$ cat config.mk
export PLATFORM = sky130hd
export DESIGN_NAME = pwr_mode_ctrl
export DESIGN_NICKNAME = d
export VERILOG_FILES = /design/src/rtl/pwr_mode_pkg.sv /design/src/rtl/pwr_mode_dp.sv /design/src/rtl/pwr_mode_fsm.sv /design/src/rtl/pwr_mode_ctrl.sv
export SDC_FILE = /design/constraint.sdc
export NUM_CORES = 1
export LEC_CHECK = 0
export ABC_AREA = 1
export CORE_MARGIN = 5
export CORE_UTILIZATION = 30
export DETAILED_ROUTE_END_ITERATION = 8
export GPL_TIMING_DRIVEN = 0
export SLEW_MARGIN = 15
export SYNTH_ARGS = -nofsm -noshare
export SYNTH_HDL_FRONTEND = slang
export SYNTH_SLANG_ARGS = --single-unit
$ cat constraint.sdc
create_clock -name clk -period 8.05 [get_ports clk]
set_input_delay 0.805 -clock clk [delete_from_list [all_inputs] [get_ports clk]]
set_output_delay 0.805 -clock clk [all_outputs]
set_load 0.01 [all_outputs]
$ cat src/rtl/pwr_mode_pkg.sv
package pwr_mode_pkg;

  typedef enum logic [2:0] {
    ST_RUN,
    ST_SLEEP,
    ST_STBY,
    ST_SETTLE,
    ST_RESET
  } pwrState_e;

  // strobes from the control FSM into the datapath
  typedef struct packed {
    logic settleLoad;
    logic settleDec;
    logic rstStart;
    logic rstInc;
    logic rstClr;
  } dpCtl_t;

  localparam int SETTLE_W = 19;

  // settling length in cycles for each select code
  function automatic logic [SETTLE_W-1:0] settleCycles(input logic [2:0] sel);
    logic [SETTLE_W-1:0] v;
    case (sel)
      3'd6:    v = SETTLE_W'(2048);
      3'd7:    v = SETTLE_W'(16);
      default: v = SETTLE_W'(1) << (5'd13 + {2'b00, sel});
    endcase
    return v;
  endfunction

endpackage

$ cat src/rtl/pwr_mode_dp.sv
module pwr_mode_dp
  import pwr_mode_pkg::*;
#(
  parameter int IRQ_W       = 16,
  parameter int KIN_W       = 16,
  parameter int WUE_W       = 8,
  parameter int RST_MIN_CYC = 20
) (
  input  logic             clk,
  input  logic             rstPinN,
  input  dpCtl_t           ctl,
  input  logic [2:0]       settleSel,
  input  logic             nmi,
  input  logic [IRQ_W-1:0] irqReq,
  input  logic [IRQ_W-1:0] irqEn,
  input  logic [KIN_W-1:0] kinReq,
  input  logic [KIN_W-1:0] kinEn,
  input  logic [WUE_W-1:0] wueReq,
  input  logic [WUE_W-1:0] wueEn,
  input  logic             kbdIrq,
  input  logic             periphIrq,
  input  logic             cpuMaskAll,
  output logic             sleepWake,
  output logic             stbyWake,
  output logic             settleDone,
  output logic             rstLongEnough
);

  localparam int RST_W = $clog2(RST_MIN_CYC + 1);
  localparam logic [RST_W-1:0] RST_LIMIT = RST_W'(RST_MIN_CYC);

  logic                extGroup;
  logic [SETTLE_W-1:0] settleCnt;
  logic [RST_W-1:0]    rstCnt;

  // external sources, each behind its own enable, all maskable
  assign extGroup  = (|(irqReq & irqEn)) | (|(kinReq & kinEn)) |
                     (|(wueReq & wueEn)) | kbdIrq;
  assign stbyWake  = nmi | (!cpuMaskAll & extGroup);
  assign sleepWake = stbyWake | (!cpuMaskAll & periphIrq);

  // oscillator settling down-counter
  always_ff @(posedge clk) begin
    if (ctl.settleLoad)
      settleCnt <= settleCycles(settleSel);
    else if (ctl.settleDec)
      settleCnt <= settleCnt - SETTLE_W'(1);
  end
  assign settleDone = (settleCnt == SETTLE_W'(1));

  // reset-pin low-time counter, saturating at the minimum
  always_ff @(posedge clk) begin
    if (ctl.rstStart)
      rstCnt <= RST_W'(1);
    else if (ctl.rstInc) begin
      if (rstCnt < RST_LIMIT)
        rstCnt <= rstCnt + RST_W'(1);
    end else if (ctl.rstClr)
      rstCnt <= '0;
  end
  assign rstLongEnough = (rstCnt >= RST_LIMIT);

  // the countdown never decrements through zero
  assert_settle_nonzero_R5: assert property (@(posedge clk) disable iff (!rstPinN)
    ctl.settleDec |-> (settleCnt > SETTLE_W'(1)));

  // a load is followed by a count that matches the select code
  assert_settle_load_R5: assert property (@(posedge clk) disable iff (!rstPinN)
    ctl.settleLoad |=> (settleCnt == settleCycles($past(settleSel))));

endmodule

$ cat src/rtl/pwr_mode_fsm.sv
module pwr_mode_fsm
  import pwr_mode_pkg::*;
(
  input  logic   clk,
  input  logic   rstPinN,
  input  logic   sleepReq,
  input  logic   stbySel,
  input  logic   lowSpdSel,
  input  logic   wdtPssSel,
  input  logic   sleepWake,
  input  logic   stbyWake,
  input  logic   settleDone,
  input  logic   rstLongEnough,
  output dpCtl_t ctl,
  output logic   cpuClkEn,
  output logic   perClkEn,
  output logic   oscEn,
  output logic   perRstPulse,
  output logic   wakeStart
);

  pwrState_e state, nextState;
  logic      pickSleep, pickStby;

  assign pickSleep = !stbySel && !lowSpdSel;
  assign pickStby  = stbySel && !lowSpdSel && !wdtPssSel;

  always_comb begin
    nextState = state;
    ctl       = '0;
    if (!rstPinN) begin
      nextState = ST_RESET;
      if (state == ST_RESET) ctl.rstInc   = 1'b1;
      else                   ctl.rstStart = 1'b1;
    end else begin
      case (state)
        ST_RUN: begin
          if (sleepReq && pickSleep)     nextState = ST_SLEEP;
          else if (sleepReq && pickStby) nextState = ST_STBY;
        end
        ST_SLEEP: if (sleepWake) nextState = ST_RUN;
        ST_STBY: begin
          if (stbyWake) begin
            nextState      = ST_SETTLE;
            ctl.settleLoad = 1'b1;
          end
        end
        ST_SETTLE: begin
          if (settleDone) nextState = ST_RUN;
          else            ctl.settleDec = 1'b1;
        end
        ST_RESET: begin
          ctl.rstClr = 1'b1;
          if (rstLongEnough) nextState = ST_RUN;
        end
        default: nextState = ST_RESET;
      endcase
    end
  end

  always_ff @(posedge clk) begin
    state       <= nextState;
    wakeStart   <= (nextState == ST_RUN) && (state != ST_RUN);
    perRstPulse <= (nextState == ST_STBY) && (state != ST_STBY);
  end

  assign cpuClkEn = (state == ST_RUN);
  assign perClkEn = (state != ST_STBY) && (state != ST_SETTLE);
  assign oscEn    = (state != ST_STBY);

  assert_wake_single_R7: assert property (@(posedge clk) disable iff (!rstPinN)
    wakeStart |=> !wakeStart);

  assert_wake_with_clk_R7: assert property (@(posedge clk) disable iff (!rstPinN)
    $rose(cpuClkEn) |-> wakeStart);

  assert_perrst_single_R3: assert property (@(posedge clk) disable iff (!rstPinN)
    perRstPulse |=> !perRstPulse);

  assert_perrst_in_stby_R9: assert property (@(posedge clk) disable iff (!rstPinN)
    perRstPulse |-> (!oscEn && !cpuClkEn));

  assert_osc_off_gates_R3: assert property (@(posedge clk) disable iff (!rstPinN)
    !oscEn |-> (!cpuClkEn && !perClkEn));

  assert_settle_ends_R5: assert property (@(posedge clk) disable iff (!rstPinN)
    (state == ST_SETTLE && settleDone) |=> cpuClkEn);

  assert_ignored_cfg_R6: assert property (@(posedge clk) disable iff (!rstPinN)
    (cpuClkEn && sleepReq && lowSpdSel) |=> cpuClkEn);

endmodule

$ cat src/rtl/pwr_mode_ctrl.sv
module pwr_mode_ctrl
  import pwr_mode_pkg::*;
#(
  parameter int IRQ_W       = 16,
  parameter int KIN_W       = 16,
  parameter int WUE_W       = 8,
  parameter int RST_MIN_CYC = 20
) (
  input  logic             clk,
  input  logic             rstPinN,
  input  logic             sleepReq,
  input  logic             stbySel,
  input  logic             lowSpdSel,
  input  logic             wdtPssSel,
  input  logic [2:0]       settleSel,
  input  logic             nmi,
  input  logic [IRQ_W-1:0] irqReq,
  input  logic [IRQ_W-1:0] irqEn,
  input  logic [KIN_W-1:0] kinReq,
  input  logic [KIN_W-1:0] kinEn,
  input  logic [WUE_W-1:0] wueReq,
  input  logic [WUE_W-1:0] wueEn,
  input  logic             kbdIrq,
  input  logic             periphIrq,
  input  logic             cpuMaskAll,
  output logic             cpuClkEn,
  output logic             perClkEn,
  output logic             oscEn,
  output logic             perRstPulse,
  output logic             wakeStart
);

  dpCtl_t ctl;
  logic   sleepWake, stbyWake, settleDone, rstLongEnough;

  pwr_mode_fsm u_fsm (
    .clk           (clk),
    .rstPinN       (rstPinN),
    .sleepReq      (sleepReq),
    .stbySel       (stbySel),
    .lowSpdSel     (lowSpdSel),
    .wdtPssSel     (wdtPssSel),
    .sleepWake     (sleepWake),
    .stbyWake      (stbyWake),
    .settleDone    (settleDone),
    .rstLongEnough (rstLongEnough),
    .ctl           (ctl),
    .cpuClkEn      (cpuClkEn),
    .perClkEn      (perClkEn),
    .oscEn         (oscEn),
    .perRstPulse   (perRstPulse),
    .wakeStart     (wakeStart)
  );

  pwr_mode_dp #(
    .IRQ_W       (IRQ_W),
    .KIN_W       (KIN_W),
    .WUE_W       (WUE_W),
    .RST_MIN_CYC (RST_MIN_CYC)
  ) u_dp (
    .clk           (clk),
    .rstPinN       (rstPinN),
    .ctl           (ctl),
    .settleSel     (settleSel),
    .nmi           (nmi),
    .irqReq        (irqReq),
    .irqEn         (irqEn),
    .kinReq        (kinReq),
    .kinEn         (kinEn),
    .wueReq        (wueReq),
    .wueEn         (wueEn),
    .kbdIrq        (kbdIrq),
    .periphIrq     (periphIrq),
    .cpuMaskAll    (cpuMaskAll),
    .sleepWake     (sleepWake),
    .stbyWake      (stbyWake),
    .settleDone    (settleDone),
    .rstLongEnough (rstLongEnough)
  );

endmodule

; ---- Yosys cells after proc, flatten, opt, wreduce, memory -nomap -nowiden
; Cells that the tools add are included.
[totals]
ff_bits = 29
inputBits = 93
out_inout_bits = 5
wordCells = 76
[op_classes]
addsub = 3
order_cmp = 2
n_eq_ne = 11
shifts = 1
muxes = 23
bitwise = 10
n_reduce_logical = 21
[op_table]
columns = operator, n
row1 = two-way mux 19 bit, 2
row2 = one-hot mux 19 bit (2 select lines), 1
row3 = AND 16 bit, 2
row4 = OR reduction 16 bit, 2
row5 = two-way mux 3 bit, 7
row6 = "equality test 19 x 1 -> 1 bit, second input constant", 1
row7 = "<< shifter 1 x 5 -> 19 bit, first input constant", 1
row8 = "subtractor 19 x 1 -> 19 bit, second input constant", 1
row9 = two-way mux 5 bit, 3
row10 = one-hot mux 3 bit (5 select lines), 1
row11 = "equality test 3 x 2 -> 1 bit, second input constant", 3
row12 = "equality test 3 bit, second input constant", 3
row13 = AND 8 bit, 1
row14 = logical AND 1 bit, 8
row15 = OR reduction 8 bit, 1
row16 = two-way mux 1 bit, 7
row17 = logical NOT 3 bit, 2
row18 = "inequality test 3 x 2 -> 1 bit, second input constant", 2
row19 = "adder 4 x 3 -> 5 bit, first input constant", 1
row20 = "adder 5 x 1 -> 5 bit, second input constant", 1
row21 = "greater-or-equal comparator 5 bit, second input constant", 1
row22 = "less-than comparator 5 bit, second input constant", 1
row23 = bitwise OR 1 bit, 5
row24 = logical NOT 1 bit, 4
row25 = other kinds (7), 10

; ---- Logic depth before layout (Yosys ltp)
[depth]
word_depth = 13
depth_mapped = 13

; ---- Hierarchy
; A second synthesis with hierarchy kept.
[hier_totals]
hier_cells = 360
area_unflattened_um2 = 2287.2
[modules_own_cells]
columns = mod, instances, cells_each, area_each_um2
row1 = pwr_mode_dp, 1, 301, 1941.9
row2 = pwr_mode_fsm, 1, 59, 345.3

; ---- Worst setup path before layout
; OpenSTA, ideal clock, no wires.
[synth_timing]
path_type = input to register
startpoint = input rstPinN
endpoint = register u_dp.settleCnt[0] (enable)
setup_time_ns = 0.421
arrival_ns = 2.583
slack_ns = 5.046
stages = 3
cell_sequence = clkbuf_1 inv_1 o21ai_0
[synth_between]
elab_chain_cells = 2
[synth_lines]
columns = item, line
row1 = from (decl), pwr_mode_ctrl.sv:10  ; input logic rstPinN,
row2 = two-way mux 2 bit, pwr_mode_fsm.sv:31  ; if (!rstPinN) begin
row3 = nonzero test 2 bit (no source line), n/a
row4 = to (signal assigned), pwr_mode_dp.sv:45  ; settleCnt <= settleCycles(settleSel);
row5 = to (signal assigned), pwr_mode_dp.sv:47  ; settleCnt <= settleCnt - SETTLE_W'(1);
row6 = to (decl), pwr_mode_dp.sv:33  ; logic [SETTLE_W-1:0] settleCnt;
; Every way passes these cells.
; A chain may end at the register's enable or synchronous reset.

; ---- Worst setup path after layout
[layout_timing]
startpoint = input irqEn[12]
endpoint = register u_dp.settleCnt[14] (enable)
[layout_between]
elab_chain_cells = 11
[layout_lines]
columns = item, line
row1 = from (decl), pwr_mode_ctrl.sv:18  ; input logic [IRQ_W-1:0] irqEn,
row2 = AND 16 bit, pwr_mode_dp.sv:37  ; assign extGroup = (|(irqReq & irqEn)) | (|(kinReq & kinEn)) |
row3 = OR reduction 16 bit, pwr_mode_dp.sv:37
row4 = bitwise OR 1 bit (2 in series), pwr_mode_dp.sv:37
row5 = bitwise OR 1 bit, pwr_mode_dp.sv:38  ; (|(wueReq & wueEn)) | kbdIrq;
row6 = AND 1 bit, pwr_mode_dp.sv:39  ; assign stbyWake = nmi | (!cpuMaskAll & extGroup);
row7 = bitwise OR 1 bit, pwr_mode_dp.sv:39
row8 = two-way mux 1 bit, pwr_mode_fsm.sv:43  ; if (stbyWake) begin
row9 = two-way mux 1 bit, pwr_mode_fsm.sv:36  ; case (state)
row10 = two-way mux 2 bit, pwr_mode_fsm.sv:31
row11 = nonzero test 2 bit (no source line), n/a
; Every way passes these cells.

==> qor.yml <==
run_status: "finished clean"
path_max_fanout: 10
core_area_sq_um: 7330
grt_max_degree: 11
min_path_type: "flip-flop to flip-flop"
drt_pass1_iterations: 6
die_h_um: 97.3
syn_nets: 442
clock_latency_ns: 0.28
grtUsageTotal: 0.149
routed_wl_um: 6950
initial_core_util: 0.312
numPlacedInstances: 539
avgRoutedWirePerCell_um: 12.7
sw_frac_of_total: 0.225
slew_headroom: 0.614
netlist_area_sq_um: 2290
die_x_um: 97.3
antenna_left: 0
ys_warn_count: 0
p_seq_frac: 0.462
grt_pass1_vias: 2297
arrival_ns: 2.66
gp_congestion: 0.887
drc: 0
path_depth: 13
reg2reg_slack_ns: 6.04
syn_inst: 343
power_report.internal_total_uw: 268
drtIter0Drc: 71
vias: 2394
cpMostUsedCell: "nand2_1"
period_share: 0.332
tritoncts: "yes"
finalNetCount: 546
postLayoutCoreUtil: 0.473
worstMarginPinSlew_ns: 0.579
yosys.area_share.xor_xnor: 0.0574
crit_type: "input pin to flip-flop"
hpwl_um: 5840
p_switching_uw: 77.5
antenna_found_initial: 0
post-cts-setup-buffer-count: 0
ys_types: 31
muxShareOfSynthArea: 0
power_uw: 345
syn_area_per_cell_sq_um: 6.67
ys_ff_latch: 29
synth_top_family_by_area: "simple AND/OR/NAND/NOR gates"
final.setup.tns_ns: 0
yosys.area_share.simple: 0.392
rows: 31
worstSetupEndpointType: "flip-flop"
rsz0062_at_grt: "false"
critPathCapture: "u_dp.settleCnt[14]"
worst_ep_required_time_ns: 8.04
whs_ns: 0.466
r2r_end: "u_dp.settleCnt[14]"
cp_num_buf_inv: 3
cts_num_sinks: 29
grt_pass1_wl_um: 11600
die-area_sq_um: 9470
r2r-start: "u_dp.settleCnt[0]"
slowest_stage: "clkdlybuf4s50_1"
port_buffers: 96
htreeDepth: 2
clk_pin_slew_ns: 0.06
max_clock_freq_mhz: 374
slowest_delay_ns: 0.46
start_kind: "input pin"
synth_compound_gate_area_share: 0.0925
slew_violations: 0
cts_resized: 0
hold_violations: 0
ir_drop_v: 0.000132
cts_buffers: 5
syn2layout_area_growth_pct: 51.6
crit_family: "buffers and inverters"
setup_violations: 0
grt.overflow.total: 0
reg2regPathDepth: 6
layout-drive-gt1-share: 0.0647
power_density_nw_per_um2: 99.5
path_cells: "clkdlybuf4s50_1 -> nand2_1 -> nand2_1 -> nor2_1 -> nand2_1 -> nor2_1 -> nand3_1 -> nand2_1 -> nand2_1 -> nand3_4 -> buf_4 -> o21ai_2 -> buf_6"
num_antenna_cells: 0
ys_seq_area_frac: 0.337
startpoint: "irqEn[12]"
min_period_ns: 2.67
p_leak_nw: 1.49
cts_max_path_buffers: 2
viasPerCell: 4.38
finClkSkew_ns: 0.00668
power.share.combinational: 0.208
drv_cap: 0
cts_hold_buf: 0
num_io_pins: 98
root_buffer: "clkbuf_8"
synthAdderAreaFrac: 0.0328
layoutNonFillerInstCount: 547
pwr-share-clk: 0.330
-- registers in the layout (all words and copies together), names as in the netlist --
name / count
u_dp.settleCnt: 19
u_dp.rstCnt: 5
u_fsm.state: 3
u_fsm.perRstPulse: 1
u_fsm.wakeStart: 1
-- power groups by stage --
| stage | logic (mW) | registers (mW) | clock network (mW) |
|---|---|---|---|
| after floorplan | 0.0228 | 0.162 | 0 |
| final | 0.0717 | 0.159 | 0.114 |
| after global placement | 0.0702 | 0.162 | 0 |
| after CTS | 0.0721 | 0.159 | 0.119 |
| after global routing | 0.0796 | 0.159 | 0.126 |
| after detailed placement | 0.0718 | 0.163 | 0 |
-- metrics by stage --
stage	instance area (sq um)	setup WS, ns
6_report	3470	5.38
5_1_grt	3470	5.18
4_1_cts	3470	5.35
3_5_place_dp	3390	5.05
3_3_place_gp	3370	4.21
2_1_floorplan	2290	5.05
-- how the worst min path moves through the flow --
stage              startpoint        endpoint  cells past startpoint
2_1_floorplan  u_dp.rstCnt[4]  u_dp.rstCnt[4]                      2
3_3_place_gp   u_dp.rstCnt[4]  u_dp.rstCnt[4]                      2
3_5_place_dp   u_dp.rstCnt[4]  u_dp.rstCnt[4]                      2
4_1_cts        u_dp.rstCnt[4]  u_dp.rstCnt[4]                      2
5_1_grt        u_dp.rstCnt[4]  u_dp.rstCnt[4]                      2
6_report       u_dp.rstCnt[4]  u_dp.rstCnt[4]                      2
-- per-layer routing --
| layer | track usage | up-vias | wire (um) |
|---|---|---|---|
| met5 | 0 | - | 0 |
| met4 | 0.0415 | 0 | 87 |
| met3 | 0.0280 | 7 | 345 |
| met2 | 0.252 | 65 | 3250 |
| met1 | 0.194 | 1026 | 3270 |
| li1 | - | 1296 | - |
-- layout make-up --
type	count	area [sq um]
plain buffers	3	22.5
clock buffers	8	80.1
fillers	733	3860
inverters	47	179
multi-input cells	264	1320
flip-flops and latches	29	771
well taps	99	124
repair buffers	97	972
-- cell usage after synthesis, drive strengths merged --
| cell type | instances | area, sq um |
|---|---|---|
| dfxtp | 10 | 200 |
| nor4 | 1 | 6.26 |
| nor3b | 2 | 15.0 |
| xor2 | 11 | 96.3 |
| o21ai | 21 | 131 |
| inv | 47 | 179 |
| a31oi | 2 | 12.5 |
| nand2 | 125 | 482 |
| a21oi | 12 | 60.1 |
| nand3 | 13 | 77.6 |
| edfxtp | 19 | 571 |
| nor2 | 47 | 196 |
| and3b | 1 | 8.76 |
| nor3 | 14 | 86.3 |
| buf | 2 | 18.8 |
| nand4 | 4 | 25.0 |
| clkbuf | 1 | 3.75 |
| xnor2 | 4 | 35.0 |
| o21a | 1 | 7.51 |
| ha | 6 | 75.1 |
-- layout by cell type (no fill, tap or decap), types with 2 or more instances in the layout --
master,n
clkbuf_1,4
inv_1,46
clkdlybuf4s50_1,96
xnor2_1,4
nor3_1,12
dfxtp_1,10
a31oi_1,2
nand4_1,4
nand2_2,2
a21oi_1,12
edfxtp_1,19
xor2_1,11
nand2_1,122
nor3b_1,2
nor2_2,5
clkbuf_8,5
buf_6,2
nor2_1,41
ha_1,6
nand3_1,12
o21ai_0,12
o21ai_2,8
-- tightest hold or removal path, stage by stage (launching register included) --
cell     delay (ns)
dfxtp_1        0.31
nand2_1        0.06
a21oi_1        0.05
-- kinds of logic (layout without fill, tap and decap cells) --
kind of cell | count (synthesis) | after routing
AO/OA/AOI/OAI | 36 | 36
XOR/XNOR | 15 | 15
adder cells (fa/ha/maj) | 6 | 6
buffers and inverters | 50 | 155
flip-flops | 29 | 29
AND/OR/NAND/NOR | 207 | 207
(Power assumes the default switching activity.)
